File: src/rtl/crt_rowbuf_pkg.sv
// Package: shared constants and types for the character row buffer.
// Assumes character codes are eight bits wide, with 0x20 as the blank.
package crt_rowbuf_pkg;
    localparam int unsigned CODE_W_DEF = 8;
    localparam logic [7:0]  BLANK_CODE = 8'h20;

    typedef enum logic {
        FILL_IDLE = 1'b0,
        FILL_RUN  = 1'b1
    } fill_state_t;
endpackage

File: src/rtl/crt_rowbuf_shreg.sv
// Module: a DEPTH-stage shift register of W-bit words with an enable.
// A word enters at stage 0 and leaves at stage DEPTH-1 after DEPTH shifts.
// Assumes din is valid in every cycle where shift_en is high.
module crt_rowbuf_shreg #(
    parameter int unsigned DEPTH = 80,
    parameter int unsigned W     = 8,
    parameter logic [W-1:0] INIT = '0
) (
    input  logic         clk,
    input  logic         rst_n,
    input  logic         shift_en,
    input  logic [W-1:0] din,
    output logic [W-1:0] dout
);
    localparam int unsigned TOTAL_W = DEPTH * W;

    logic [TOTAL_W-1:0] chain;

    // Reset every stage to INIT; otherwise shift one word per enable.
    always_ff @(posedge clk) begin
        if (!rst_n) begin
            chain <= {DEPTH{INIT}};
        end else if (shift_en) begin
            chain <= {chain[TOTAL_W-W-1:0], din};
        end
    end

    assign dout = chain[TOTAL_W-1 -: W];
endmodule

File: src/rtl/crt_rowbuf_fill.sv
// Module: fill controller for the prefetch register.
// Starts a fill of NCHARS reads at row_addr when eor_scan falls. It hands
// each acknowledged code to the prefetch register through wr_en. If
// eor_scan rises before the fill completes, the fill is abandoned and a
// sticky underrun flag is set.
// Assumes memory answers each read with rd_ack in some later cycle.
module crt_rowbuf_fill
    import crt_rowbuf_pkg::*;
#(
    parameter int unsigned NCHARS = 80,
    parameter int unsigned ADDR_W = 14
) (
    input  logic              clk,
    input  logic              rst_n,
    input  logic              eor_scan,
    input  logic [ADDR_W-1:0] row_addr,
    input  logic              rd_ack,
    output logic              rd_req,
    output logic [ADDR_W-1:0] rd_addr,
    output logic              wr_en,
    output logic              fill_done,
    output logic              underrun
);
    localparam int unsigned CNT_W = (NCHARS > 1) ? $clog2(NCHARS) : 1;
    localparam logic [CNT_W-1:0] LAST_POS = CNT_W'(NCHARS - 1);

    fill_state_t       state;
    logic              eor_q;
    logic [CNT_W-1:0]  pos;
    logic              eor_rise;
    logic              eor_fall;

    assign eor_rise = eor_scan & ~eor_q;
    assign eor_fall = ~eor_scan & eor_q;
    assign wr_en    = (state == FILL_RUN) & rd_ack & ~eor_scan;
    assign rd_req   = (state == FILL_RUN);

    // Keep the previous level of eor_scan for edge detection.
    always_ff @(posedge clk) begin
        if (!rst_n) eor_q <= 1'b0;
        else        eor_q <= eor_scan;
    end

    // Sequence the reads: start on fall, count acks, abort on rise.
    always_ff @(posedge clk) begin
        if (!rst_n) begin
            state     <= FILL_IDLE;
            pos       <= '0;
            rd_addr   <= '0;
            fill_done <= 1'b0;
        end else if (eor_fall) begin
            state     <= FILL_RUN;
            pos       <= '0;
            rd_addr   <= row_addr;
            fill_done <= 1'b0;
        end else if (state == FILL_RUN) begin
            if (eor_rise) begin
                state <= FILL_IDLE;
            end else if (wr_en) begin
                rd_addr <= rd_addr + 1'b1;
                if (pos == LAST_POS) begin
                    state     <= FILL_IDLE;
                    fill_done <= 1'b1;
                end else begin
                    pos <= pos + 1'b1;
                end
            end
        end
    end

    // Latch an underrun until reset.
    always_ff @(posedge clk) begin
        if (!rst_n)                              underrun <= 1'b0;
        else if (eor_rise && state == FILL_RUN) underrun <= 1'b1;
    end
endmodule

File: src/rtl/crt_rowbuf.sv
// Module: double-buffered character row buffer (top).
// The refresh register recirculates on each char_tick. While eor_scan is
// high it loads from the prefetch register instead. The prefetch register
// is written by the fill controller, and on end-of-row ticks it shifts in
// step with the refresh register.
// Assumes eor_scan is held for a full line of NCHARS character ticks.
module crt_rowbuf
    import crt_rowbuf_pkg::*;
#(
    parameter int unsigned NCHARS = 80,
    parameter int unsigned CODE_W = CODE_W_DEF,
    parameter int unsigned ADDR_W = 14
) (
    input  logic              clk,
    input  logic              rst_n,
    input  logic              char_tick,
    input  logic              eor_scan,
    input  logic [ADDR_W-1:0] row_addr,
    output logic              rd_req,
    output logic [ADDR_W-1:0] rd_addr,
    input  logic              rd_ack,
    input  logic [CODE_W-1:0] rd_data,
    output logic [CODE_W-1:0] char_code,
    output logic              fill_done,
    output logic              underrun
);
    localparam logic [CODE_W-1:0] BLANK = CODE_W'(BLANK_CODE);

    logic              fill_wr;
    logic              nxt_shift;
    logic [CODE_W-1:0] nxt_din;
    logic [CODE_W-1:0] nxt_out;
    logic [CODE_W-1:0] ref_din;
    logic [CODE_W-1:0] ref_out;

    // Select prefetch input: memory data on fill writes, else recirculate.
    always_comb begin
        nxt_shift = fill_wr | (eor_scan & char_tick);
        nxt_din   = fill_wr ? rd_data : nxt_out;
    end

    // Select refresh input: prefetch output on end-of-row, else feedback.
    always_comb begin
        ref_din = eor_scan ? nxt_out : ref_out;
    end

    crt_rowbuf_fill #(
        .NCHARS (NCHARS),
        .ADDR_W (ADDR_W)
    ) fill_i (
        .clk       (clk),
        .rst_n     (rst_n),
        .eor_scan  (eor_scan),
        .row_addr  (row_addr),
        .rd_ack    (rd_ack),
        .rd_req    (rd_req),
        .rd_addr   (rd_addr),
        .wr_en     (fill_wr),
        .fill_done (fill_done),
        .underrun  (underrun)
    );

    crt_rowbuf_shreg #(
        .DEPTH (NCHARS),
        .W     (CODE_W),
        .INIT  (BLANK)
    ) nxt_i (
        .clk      (clk),
        .rst_n    (rst_n),
        .shift_en (nxt_shift),
        .din      (nxt_din),
        .dout     (nxt_out)
    );

    crt_rowbuf_shreg #(
        .DEPTH (NCHARS),
        .W     (CODE_W),
        .INIT  (BLANK)
    ) ref_i (
        .clk      (clk),
        .rst_n    (rst_n),
        .shift_en (char_tick),
        .din      (ref_din),
        .dout     (ref_out)
    );

    assign char_code = ref_out;
endmodule

File: config.mk
export PLATFORM = sky130hd
export DESIGN_NAME = crt_rowbuf
export DESIGN_NICKNAME = d
export VERILOG_FILES = /design/src/rtl/crt_rowbuf_pkg.sv /design/src/rtl/crt_rowbuf_shreg.sv /design/src/rtl/crt_rowbuf_fill.sv /design/src/rtl/crt_rowbuf.sv
export SDC_FILE = /design/constraint.sdc
export NUM_CORES = 2
export LEC_CHECK = 0
export CORE_MARGIN = 8
export CORE_UTILIZATION = 65
export CTS_CLUSTER_SIZE = 24
export DETAILED_ROUTE_END_ITERATION = 10
export PLACE_DENSITY_LB_ADDON = 0.05
export SLEW_MARGIN = 30
export SYNTH_ARGS = -nofsm -noshare
export SYNTH_HDL_FRONTEND = slang
export SYNTH_SLANG_ARGS = --single-unit
File: constraint.sdc
create_clock -name clk -period 4.8 [get_ports clk]
set_input_delay 0.96 -clock clk [delete_from_list [all_inputs] [get_ports clk]]
set_output_delay 0.96 -clock clk [all_outputs]
set_load 0.03 [all_outputs]
# After elaboration in Yosys (flattened, before gate mapping)
# Index checks and enable logic that the tools add are counted.
[op_classes]
add_sub_neg = 2
mul = 0
div = 0
order_cmp = 0
eq_ne = 2
shifts = 0
mux = 11
bitwise_logic = 11
n_reduce_logical = 7
[op_table]
columns = ["op", "n"]
rows = [
  ["$mux 14", 4],
  ["$mux 8", 2],
  ["$add 14x1->14 const B", 1],
  ["$reduce_and 4->1", 2],
  ["$add 7x1->7 const B", 1],
  ["$eq 7x7->1 const B", 1],
  ["$and 1x1->1", 5],
  ["$mux 1", 5],
  ["$not 1->1", 5],
  ["$reduce_bool 2->1", 2],
  ["$reduce_and 3->1", 1],
  ["$ne 2x2->1 const B", 1],
  ["$reduce_or 2->1", 1],
  ["$logic_and 1x1->1", 1],
  ["$or 1x1->1", 1],
]
[word_totals]
reg_bits = 1305
latch_bits = 0
mem_bits_rw = 0
rom_bits = 0
in_bits = 27
output_inout_bits = 25
word_cells = 41
memories = 0

# Depth between registers and ports, before layout
[logic_depth]
depth_word = 6
depth_mapped = 9
mapped_depth_nobuf = 5

# Cells and area by module
# A second synthesis with hierarchy kept.
[unflattened]
hier_cells = 4311
hier_area_um2 = 50807.5
[modules_own_cells]
columns = ["module", "instances", "cells_per_inst", "area_each_um2", "seq_area_each_um2"]
rows = [
  ["crt_rowbuf_shreg", 2, 2070, 24627.4, 12812.3],
  ["crt_rowbuf_fill", 1, 152, 1281.2, 500.5],
  ["crt_rowbuf", 1, 19, 271.5, 0.0],
]

# Least setup slack after synthesis
# OpenSTA, ideal clock, no wires.
[synth_path]
path_type = "input -> register"
start = "in eor_scan"
end = "reg nxt_i.chain[101]"
setup_ns = 0.137
t_arrival_ns = 2.071
t_required_ns = 4.663
slack_ns = 2.592
stages = 9
path_buffers = 5
cell_sequence = "buf_4 -> and3b_1 -> buf_2 -> a21oi_2 -> buf_4 -> buf_4 -> buf_2 -> nand2_1 -> nand3_1"
[synth_via]
elab_chain_cells = 3
word_cells_on_any_way = 4
classes_between = "4 x bitwise"
[synth_lines]
columns = ["item", "line", "source"]
rows = [
  ["start: declaration", "crt_rowbuf.sv:17", "input logic eor_scan,"],
  ["$not 1->1", "crt_rowbuf_fill.sv:35", "assign wr_en = (state == FILL_RUN) & rd_ack & ~eor_scan;"],
  ["$and 1x1->1", "crt_rowbuf_fill.sv:35", ""],
  ["$or 1x1->1 *", "crt_rowbuf.sv:38", "nxt_shift = fill_wr | (eor_scan & char_tick);"],
  ["end signal: assignment", "crt_rowbuf_shreg.sv:22", "chain <= {DEPTH{INIT}};"],
  ["end signal: assignment", "crt_rowbuf_shreg.sv:24", "chain <= {chain[TOTAL_W-W-1:0], din};"],
  ["end: declaration", "crt_rowbuf_shreg.sv:17", "logic [TOTAL_W-1:0] chain;"],
]
# Every way passes the cells marked *; elsewhere a longest branch is shown, timed or not.
# A chain may end at the register's enable or synchronous reset.

# Final worst setup path
[layout_path]
start = "reg fill_i.state (netlist: fill_i.rd_req)"
end = "out rd_req"
[layout_rtl]
columns = ["item", "line", "source"]
rows = [
  ["start: declaration", "crt_rowbuf_fill.sv:27", "fill_state_t state;"],
  ["start signal: assignment", "crt_rowbuf_fill.sv:47", "state <= FILL_IDLE;"],
  ["start signal: assignment", "crt_rowbuf_fill.sv:52", "state <= FILL_RUN;"],
  ["start signal: assignment", "crt_rowbuf_fill.sv:58", "state <= FILL_IDLE;"],
  ["end: declaration", "crt_rowbuf.sv:19", "output logic rd_req,"],
]
# No word-level cell between the ends.

==> impl_metrics.env <==
export IMPL_vias_per_cell=5.188
export IMPL_critPathMaxStageDelay_ns=0.74
export IMPL_setup_viol_count_final=0
export IMPL_syn_instance_count=5018
export IMPL_netlist_area_leader_share=0.5715
export IMPL_post_route_drc_count=0
export IMPL_p_leak_nw=19.56
export IMPL_hp_class="reg -> reg"
export IMPL_dieArea_um2=79070
export IMPL_finalPower_w=0.02176
export IMPL_rsz0062_at_grt="no"
export IMPL_grt_pass1_wl_um=127600
export IMPL_hpwl_um=37920
export IMPL_outcome="completed"
export IMPL_io_buffers=51
export IMPL_ys_flop_type="dfxtp_1"
export IMPL_drv_slew=0
export IMPL_ys_ff_latch=1305
export IMPL_whs_ns=0.4434
export IMPL_num_io_pins=52
export IMPL_core_um2=69790
export IMPL_syn_num_nets=5047
export IMPL_syn_avg_cell_area_um2=9.110
export IMPL_overflow=0
export IMPL_rows=97
export IMPL_antenna_cells=0
export IMPL_yosysMostFrequentCell="nand2_1"
export IMPL_setup_ws_ns=1.956
export IMPL_finalHoldViolCount=0
export IMPL_drive_above_1_share=0.04702
export IMPL_nets=4896
export IMPL_critPathMaxFanout=8
export IMPL_gp_congestion=0.7659
export IMPL_ys_warn_count=0
export IMPL_numCtsBuffers=130
export IMPL_clk_pin_slew_ns=0.06
export IMPL_synthTopCellsByArea="dfxtp_1 57%, mux2i_1 14%, nand2_1 11%, a21oi_1 6.2%, nor2_1 4.4%"
export IMPL_drtPass1Iterations=5
export IMPL_path_buf_inv=1
export IMPL_nFillCells=5289
export IMPL_cts_hold_buf=0
export IMPL_crit_required_ns=3.84
export IMPL_cts_max_path_buffers=3
export IMPL_cp_arrival_ns=1.88
export IMPL_startpoint_type="flip-flop"
export IMPL_ant_nets=0
export IMPL_seqCellArea_um2=26130
export IMPL_cts_tree="done"
export IMPL_cts_sinks=1305
export IMPL_yosys_area_top_type="dfxtp_1"
export IMPL_antenna_found_initial=0
export IMPL_crit_slowest_cell="clkdlybuf4s50_1"
export IMPL_synth_common_cells="1371 x nand2_1, 1305 x dfxtp_1, 641 x mux2i_1"
export IMPL_p_per_area_nw_per_um2=431.0
export IMPL_place_ws_ns=1.299
export IMPL_drtIter0Drc=2202
export IMPL_ys_seq_area_frac=0.5715
export IMPL_wl_per_cell_um=12.22
export IMPL_finalClockSkew_ns=0.01595
export IMPL_area_growth_pct=10.41
export IMPL_async_reset_ff_frac=0
export IMPL_grt_max_degree=173
export IMPL_grt_pass1_vias=28640
export IMPL_syn_area_um2=45720
export IMPL_synth_edf_count=0
export IMPL_ys_types=38
export IMPL_cap_violations=0
export IMPL_path_cells="clkdlybuf4s50_1"
export IMPL_grtUsageTotal=0.1811
export IMPL_setup_tns_ns=0
export IMPL_crit_family="buffers and inverters"
export IMPL_fin_util=0.7233
export IMPL_ir_worst_vdd_mv=0.3078
export IMPL_htreeDepth=4
export IMPL_maxSlewHeadroom=0.4297
export IMPL_critPathCaptureType="primary output"
export IMPL_dieWidth_um=281.2
export IMPL_tightestPinTransition_ns=0.8554
export IMPL_insertion_delay_ns=0.68
export IMPL_cts_resized=0
export IMPL_post_cts_buffers=0
export IMPL_multiInputGateArea_um2=17790
export IMPL_path_class="reg -> out"
export IMPL_fin_crit_sh=0.5924
export IMPL_max_freq_mhz=351.7
export IMPL_fp_dieH_um=281.2
export IMPL_start_util=0.6551
export IMPL_vias=30581
export IMPL_root_buffer="clkbuf_16"
export IMPL_min_period_ns=2.844
export IMPL_routed_wl_um=72020
area by class of cell:
| type | instances | area share |
|---|---|---|
| clock buffer | 193 | 0.07598 |
| clock inverter | 27 | 0.008651 |
| inverter | 4 | 0.0004462 |
| multi-input combinational | 3336 | 0.3524 |
| sequential | 1305 | 0.5176 |
| tap | 940 | 0.02330 |
| timing repair buffer | 90 | 0.02169 |
logic make-up (layout without fill, tap and decap cells):
kind of cell               count (synthesis)  after routing  synth area share
xor gates and xnor gates                  14             14          0.002682
AOI/OAI and AO/OA                        605            605           0.06790
buffers and inverters                    377            314           0.03993
muxes                                    641            641            0.1404
adders and majority gates                  2              2         0.0005473
and+or+nand+nor                         2074           2074            0.1771
DFF                                     1305           1305            0.5715
registers in the layout, indices dropped and copies added (netlist names):
register / cells
fill_i.underrun: 1
fill_i.fill_done: 1
ref_i.chain: 640
fill_i.pos: 7
fill_i.rd_addr: 14
nxt_i.chain: 640
fill_i.eor_q: 1
fill_i.rd_req: 1
worst paths after layout:
path	to	cells after the start	slack, ns	start
worst max-delay path	rd_req	1	1.96	fill_i.rd_req
worst min-delay path	nxt_i.chain[259]	2	0.44	nxt_i.chain[251]
worst max register to register	nxt_i.chain[414]	6	2.52	fill_i.rd_req
worst min register to register	nxt_i.chain[259]	2	0.44	nxt_i.chain[251]
cells in the final DEF (no fill, tap or decap), types with 2 or more instances in the layout:
cell type and n:
clkinv_2 11, mux2i_1 641, clkdlybuf4s50_1 49, xnor2_1 9
a211oi_1 12, nand3_1 87, nor2_1 539, o21ai_0 16
buf_12 19, nor4_1 6, nand2b_1 3, a311oi_1 8
nor2b_1 41, and3_1 4, inv_6 4, buf_4 16
a21oi_1 564, bufinv_16 11, clkbuf_16 134, xor2_1 5
nand2_1 1371, inv_1 3, nor3_1 6, ha_1 2
nand4_1 6, buf_16 2, clkbuf_8 26, nand4b_1 2
dfxtp_1 1305, clkbuf_1 33, and2_1 2, buf_6 3
layer usage:
metal	share of wire	track usage	wire, um	vias to the layer above
met3	0.038	0.03976	2739	115
met5	0	0	0	-
li1	-	-	-	16091
met4	0.019	0.05888	1354	0
met2	0.43	0.2921	31000	288
met1	0.51	0.2414	36930	14087
per-stage QoR:
stage / cell area [um^2] / instances
after CTS: 50440 / 5894
after global placement: 46140 / 5673
after global routing: 50480 / 5895
final: 50480 / 5895
after detailed placement: 46170 / 5674
after floorplan: 45720 / 5018
power breakdown:
group	internal [W]	switching, W
Combinational	0.000251	0.000561
Clock	0.00609	0.00391
Sequential	0.0109	0.0000399
Total	0.0172	0.00451
(Power assumes the default switching activity.)
